$ cat config.mk
export PLATFORM = sky130hd
export DESIGN_NAME = sparse_syndrome_updater
export DESIGN_NICKNAME = d
export VERILOG_FILES = /design/src/rtl/ssu_pkg.sv /design/src/rtl/ssu_pair_walker.sv /design/src/rtl/ssu_modsub.sv /design/src/rtl/sparse_syndrome_updater.sv
export SDC_FILE = /design/constraint.sdc
export NUM_CORES = 1
export LEC_CHECK = 0
export BUFFER_PORTS_ARGS = -buffer_cell sky130_fd_sc_hd__buf_2
export CAP_MARGIN = 15
export CORE_ASPECT_RATIO = 1.25
export CORE_MARGIN = 8
export CORE_UTILIZATION = 30
export CTS_CLUSTER_SIZE = 16
export DETAILED_ROUTE_END_ITERATION = 10
export GPL_ROUTABILITY_DRIVEN = 0
export SYNTH_ARGS = -nofsm -noshare
export SYNTH_HDL_FRONTEND = slang
export SYNTH_SLANG_ARGS = --single-unit
$ cat constraint.sdc
create_clock -name clk -period 3.8 [get_ports clk]
set_clock_uncertainty 0.15 [all_clocks]
set_input_delay 0.57 -clock clk [delete_from_list [all_inputs] [get_ports clk]]
set_output_delay 0.57 -clock clk [all_outputs]
set_load 0.05 [all_outputs]
$ cat src/rtl/ssu_pkg.sv
package ssu_pkg;
  typedef enum logic [2:0] {
    S_IDLE,
    S_FETCH,
    S_CALC,
    S_WRITE,
    S_DONE
  } ssu_state_e;
endpackage

$ cat src/rtl/ssu_pair_walker.sv
module ssu_pair_walker #(
  parameter int L_LEN   = 4,
  parameter int ERR_MAX = 8,
  parameter int CW      = 4,
  parameter int EIW     = 3,
  parameter int LIW     = 2
) (
  input  logic           clk,
  input  logic           rst_n,
  input  logic           clear,
  input  logic           step,
  input  logic [CW-1:0]  n_err,
  output logic [EIW-1:0] err_idx,
  output logic [LIW-1:0] l_idx,
  output logic           last_pair
);
  logic [CW-1:0]  ei_q;
  logic [LIW-1:0] li_q;
  logic           last_err;

  assign last_err  = (ei_q == n_err - CW'(1));
  assign last_pair = last_err && (li_q == LIW'(L_LEN - 1));
  assign err_idx   = ei_q[EIW-1:0];
  assign l_idx     = li_q;

  // inner loop over errors, outer loop over L offsets
  always_ff @(posedge clk or negedge rst_n) begin
    if (!rst_n) begin
      ei_q <= '0;
      li_q <= '0;
    end else if (clear) begin
      ei_q <= '0;
      li_q <= '0;
    end else if (step) begin
      if (last_err) begin
        ei_q <= '0;
        li_q <= li_q + LIW'(1);
      end else begin
        ei_q <= ei_q + CW'(1);
      end
    end
  end


  err_idx_chk: assert property (@(posedge clk) disable iff (!rst_n)
    step |-> (ei_q < n_err));
endmodule

$ cat src/rtl/ssu_modsub.sv
module ssu_modsub #(
  parameter int P   = 37,
  parameter int NB  = 8,
  parameter int PW  = 6,
  parameter int WAW = 3
) (
  input  logic [PW-1:0]  e_pos,
  input  logic [PW-1:0]  l_pos,
  output logic [PW-1:0]  pos,
  output logic [WAW-1:0] word_addr,
  output logic [NB-1:0]  bit_mask
);
  localparam int NB_LOG = $clog2(NB);
  localparam logic [PW:0] P_EXT = P[PW:0];

  logic [PW:0] diff;
  logic [PW:0] wrapped;

  // subtract, then add P back once if the result went negative
  always_comb begin
    diff    = {1'b0, e_pos} - {1'b0, l_pos};
    wrapped = diff[PW] ? (diff + P_EXT) : diff;
    pos     = wrapped[PW-1:0];
  end

  assign word_addr = WAW'(pos >> NB_LOG);
  assign bit_mask  = NB'(1) << pos[NB_LOG-1:0];
endmodule

$ cat src/rtl/sparse_syndrome_updater.sv
module sparse_syndrome_updater
  import ssu_pkg::*;
#(
  parameter int P       = 1031,
  parameter int NB      = 32,
  parameter int L_LEN   = 5,
  parameter int ERR_MAX = 64,
  localparam int PW     = $clog2(P),
  localparam int WORDS  = (P + NB - 1) / NB,
  localparam int WAW    = (WORDS > 1) ? $clog2(WORDS) : 1,
  localparam int CW     = $clog2(ERR_MAX + 1),
  localparam int EIW    = (ERR_MAX > 1) ? $clog2(ERR_MAX) : 1,
  localparam int LIW    = (L_LEN > 1) ? $clog2(L_LEN) : 1,
  localparam int OIW    = $clog2(ERR_MAX * L_LEN + 1)
) (
  input  logic            clk,
  input  logic            rst_n,
  input  logic            start,
  input  logic [CW-1:0]   err_count,
  output logic            busy,
  output logic            done,
  output logic [EIW-1:0]  err_rd_addr,
  input  logic [PW-1:0]   err_rd_data,
  output logic [LIW-1:0]  lpos_rd_addr,
  input  logic [PW-1:0]   lpos_rd_data,
  output logic            syn_rd_en,
  output logic            syn_wr_en,
  output logic [WAW-1:0]  syn_addr,
  input  logic [NB-1:0]   syn_rdata,
  output logic [NB-1:0]   syn_wdata,
  output logic            pos_valid,
  output logic [PW-1:0]   pos_data,
  output logic [OIW-1:0]  pos_index
);
  ssu_state_e     state_q, state_d;
  logic [CW-1:0]  n_err_q;
  logic [WAW-1:0] addr_q;
  logic [NB-1:0]  mask_q;
  logic [OIW-1:0] gen_cnt_q;
  logic           pos_valid_q;
  logic [PW-1:0]  pos_q;
  logic [OIW-1:0] pos_index_q;

  logic           accept;
  logic           last_pair;
  logic [PW-1:0]  calc_pos;
  logic [WAW-1:0] calc_addr;
  logic [NB-1:0]  calc_mask;

  assign accept = (state_q == S_IDLE) && start;

  ssu_pair_walker #(
    .L_LEN(L_LEN), .ERR_MAX(ERR_MAX), .CW(CW), .EIW(EIW), .LIW(LIW)
  ) i_walker (
    .clk       (clk),
    .rst_n     (rst_n),
    .clear     (accept),
    .step      (state_q == S_WRITE),
    .n_err     (n_err_q),
    .err_idx   (err_rd_addr),
    .l_idx     (lpos_rd_addr),
    .last_pair (last_pair)
  );

  ssu_modsub #(
    .P(P), .NB(NB), .PW(PW), .WAW(WAW)
  ) i_modsub (
    .e_pos     (err_rd_data),
    .l_pos     (lpos_rd_data),
    .pos       (calc_pos),
    .word_addr (calc_addr),
    .bit_mask  (calc_mask)
  );

  always_comb begin
    state_d = state_q;
    unique case (state_q)
      S_IDLE:  if (start) state_d = (err_count == '0) ? S_DONE : S_FETCH;
      S_FETCH: state_d = S_CALC;
      S_CALC:  state_d = S_WRITE;
      S_WRITE: state_d = last_pair ? S_DONE : S_FETCH;
      S_DONE:  state_d = S_IDLE;
      default: state_d = S_IDLE;
    endcase
  end

  always_ff @(posedge clk or negedge rst_n) begin
    if (!rst_n) begin
      state_q     <= S_IDLE;
      n_err_q     <= '0;
      addr_q      <= '0;
      mask_q      <= '0;
      gen_cnt_q   <= '0;
      pos_valid_q <= 1'b0;
      pos_q       <= '0;
      pos_index_q <= '0;
    end else begin
      state_q     <= state_d;
      pos_valid_q <= (state_q == S_CALC);
      if (accept) begin
        n_err_q   <= err_count;
        gen_cnt_q <= '0;
      end
      if (state_q == S_CALC) begin
        addr_q      <= calc_addr;
        mask_q      <= calc_mask;
        pos_q       <= calc_pos;
        pos_index_q <= gen_cnt_q;
        gen_cnt_q   <= gen_cnt_q + OIW'(1);
      end
    end
  end

  // read issued in CALC, write-back one cycle later; the next read of any
  // word is two cycles after that write, so consecutive toggles never race
  assign syn_rd_en = (state_q == S_CALC);
  assign syn_wr_en = (state_q == S_WRITE);
  assign syn_addr  = (state_q == S_WRITE) ? addr_q : calc_addr;
  assign syn_wdata = syn_rdata ^ mask_q;

  assign busy      = (state_q != S_IDLE);
  assign done      = (state_q == S_DONE);
  assign pos_valid = pos_valid_q;
  assign pos_data  = pos_q;
  assign pos_index = pos_index_q;


  rd_before_wr_chk: assert property (@(posedge clk) disable iff (!rst_n)
    syn_wr_en |-> $past(syn_rd_en));

  same_word_chk: assert property (@(posedge clk) disable iff (!rst_n)
    syn_wr_en |-> (syn_addr == $past(syn_addr)));

  single_bit_chk: assert property (@(posedge clk) disable iff (!rst_n)
    syn_wr_en |-> ($countones(syn_wdata ^ syn_rdata) == 1));

  pos_range_chk: assert property (@(posedge clk) disable iff (!rst_n)
    pos_valid |-> (pos_data < PW'(P)));

  done_pulse_chk: assert property (@(posedge clk) disable iff (!rst_n)
    done |=> !done);

  idle_quiet_chk: assert property (@(posedge clk) disable iff (!rst_n)
    !busy |-> (!syn_rd_en && !syn_wr_en && !pos_valid));
endmodule

==> results.sh <==
export IMPL_status="completed"
export IMPL_dpl_hpwl_microns=9970
export IMPL_grt_pass1_wl_microns=20700
export IMPL_most_common_cell_after_layout_fill_and_taps_aside="buf_2"
export IMPL_synth_top_area_share_pct=42.4
export IMPL_pin_count_of_the_biggest_net_entering_global_routing=51
export IMPL_post_synth_num_cell_types=54
export IMPL_stdcell_count=881
export IMPL_critical_path_peak_fanout=3
export IMPL_required_ns=3.08
export IMPL_holdCritPathClass="input port to asynchronous set/reset pin"
export IMPL_num_vias=4060
export IMPL_count_of_mapped_cells_out_of_synthesis=518
export IMPL_worst_pin_slew_ns=0.751
export IMPL_initial_utilization_pct=30.2
export IMPL_finalHoldViolCount=0
export IMPL_place_inst=865
export IMPL_floorplan_rows=52
export IMPL_design_die_area_sq_um=20500
export IMPL_synthTopCellsByArea="dfrtp_1 (42%), xor2_1 (7.2%), nand2_1 (6.7%)"
export IMPL_grt_setup_unrepaired="no"
export IMPL_drt_first_pass_iters=4
export IMPL_post_cts_setup_repair_buffer_count=0
export IMPL_leakage_uw=0.00313
export IMPL_library_cell_occupying_the_most_area_in_the_post_synthesis_netlist="dfrtp_1"
export IMPL_synth_cell_area_sq_um=4840
export IMPL_detail_route_drc_violations=0
export IMPL_critical_path_n_buffers_inverters=5
export IMPL_syn_to_final_growth_pct=27.1
export IMPL_synth_async_reset_ratio_pct=100
export IMPL_timing_critical_path_depth=13
export IMPL_synth_edff_count=0
export IMPL_worst_path_max_delay_cell="fa_1"
export IMPL_total_gr_overflow=0
export IMPL_crit_path_max_incr_delay_ns=0.46
export IMPL_core_area_sq_um=16000
export IMPL_postSynthNetCount=600
export IMPL_detailed_route_wire_length_per_cell_microns=14.5
export IMPL_cts_buffers=9
export IMPL_most_common_layout_cells="buf_2 (132), nand2_1 (86), dfrtp_1 (82)"
export IMPL_die_height_microns=158
export IMPL_first_global_vias=4130
export IMPL_slew_limit_headroom_pct=49.7
export IMPL_finalCritPeriodShare_pct=96.8
export IMPL_maxClockFrequency_mhz=272
export IMPL_wirelength_routed_microns=12700
export IMPL_layout_filler_cells=1673
export IMPL_die_width_microns=130
export IMPL_clkLatencyLatePin_ns=0.33
export IMPL_timing_reg2reg_worst_path_depth=5
export IMPL_vias_per_cell=4.61
export IMPL_numClockSinks=82
export IMPL_buffer_ports_inserted=135
export IMPL_gr_usage_all_layers_pct=12.7
export IMPL_placed_area_sq_um=5810
export IMPL_timing_setup_tns_ns=0
export IMPL_synthesis_area_per_instance_sq_um=9.34
export IMPL_postCtsHoldBufs=0
export IMPL_critical_path_top_delay_family="adder cells"
export IMPL_htree_levels=3
export IMPL_synth_main_ff_cell="dfrtp_1"
export IMPL_total_of_flip_flops_plus_latches_after_synthesis=82
export IMPL_tritoncts="yes"
export IMPL_post_route_min_period_ns=3.68
export IMPL_drv_cap=0
export IMPL_sequential_to_total_area_share_from_yosys_stat_pct=42.4
export IMPL_cts_root_buf="clkbuf_16"
export IMPL_drt_iter0_drc=194
export IMPL_yosysWarningCount=0
export IMPL_final_nets=742
export IMPL_fin_area_sq_um=6150
export IMPL_whs_ns=0.117
export IMPL_antenna_diode_count=0
export IMPL_post_cts_resize_count=0
export IMPL_critPathKind="input port to primary output"
export IMPL_number_of_antenna_violating_nets_in_the_routed_design=0
export IMPL_clock_tree_buffer_depth=2
export IMPL_cts_reportedPaths_clkPinSlew_ns=0.06
export IMPL_worst_endpoint_arrival_ns=2.96
export IMPL_grt_antenna_before_repair=0
export IMPL_final_layout_size_suffix_gt1_share_pct=28.9
export IMPL_finalSetupViolCount=0
export IMPL_timing_final_max_slew_violations=0
export IMPL_worst_path_cell_chain="buf_2 -> inv_1 -> ha_1 -> fa_1 -> ha_1 -> nand2_1 -> inv_1 -> a2111oi_4 -> nand3_1 -> xnor2_1 -> buf_4 -> a21oi_2 -> buf_2"
export IMPL_setup_worst_path_start_class="input port"
export IMPL_vdd_drop_max_v=0.000360
export IMPL_power_per_cell_area_nw_per_um2=752
export IMPL_pin_count=136
export IMPL_critPathCaptureType="primary output"
## registers in the layout (all words and copies together), names as in the netlist
signal / cells
pos_valid: 1
state_q: 3
gen_cnt_q: 9
pos_index: 9
pos_data: 5
i_walker.l_idx: 3
mask_q: 32
i_walker.ei_q: 7
n_err_q: 7
addr_q: 6
## where the power goes
group	total (uW)	internal [uW]	switching, uW	leakage (uW)
Clock	932	594	338	0.000149
Sequential	1340	1110	231	0.00110
Combinational	2360	674	1690	0.00189
Total	4630	2370	2260	0.00313
## per-layer routing
layer  wire, microns  part of all wire, %  up-vias  GRT usage, %
met1            5640                   44     1881          15.8
met2            6230                   49       98          21.2
met3             684                  5.4       11          2.80
li1                -                    -     2070             -
met4             183                  1.4        0          4.49
met5               0                    0        -             0
## final cells by class
class	instances	area (sq um)	area share (%)
clock buffer	12	246	4.01
clock inverter	4	75.1	1.22
inverter	22	82.6	1.34
multi-input combinational	390	2590	42.1
sequential	82	2050	33.4
tap	216	270	4.39
timing repair buffer	155	833	13.5
## synthesized netlist by cell type (all sizes together) (3+ instances only)
library cell,number
nand2,86
dfrtp,82
xor2,40
nor2,36
a22o,34
o21ai,34
xnor2,26
inv,21
a21oi,19
ha,17
clkbuf,13
buf,11
nand3,10
nor3,8
nand2b,7
a31oi,6
nor2b,6
and3,5
nand4,5
o211ai,5
o21a,5
o31ai,4
or3,4
mux2i,3
nand3b,3
## kinds of logic after synthesis
logic type,Yosys count,synth area share (%)
compound gates,118,17.5
xor+xnor,66,11.9
fa+ha+maj,18,4.81
buf+inv,46,4.40
flops,82,42.4
mux,5,1.09
simple gates,183,17.8
## worst paths after layout
path	from	to	slack, ns
worst max-delay path	err_rd_data[0]	syn_addr[1]	0.12
max in group asynchronous	rst_n	gen_cnt_q[6]$_DFFE_PN0P_	2.67
worst min register to register	pos_data[1]$_DFFE_PN0P_	pos_data[1]$_DFFE_PN0P_	0.32
worst min-delay path	rst_n	n_err_q[0]$_DFFE_PN0P_	0.12
min in group clk	err_count[3]	n_err_q[3]$_DFFE_PN0P_	0.29
worst max register to register	state_q[1]$_DFFE_PN0P_	mask_q[8]$_DFFE_PN0P_	1.09
## per-stage QoR
stage	total power [uW]	utilization (%)	worst slack, ns
floorplan	3110	-	0.0183
global placement	3730	36.3	0.110
detailed placement	3740	36.3	0.0472
CTS	4690	38.3	0.0556
global route	4940	38.4	0.00388
finish	4630	38.4	0.121
Note: power is estimated with default switching activity, not from simulation.
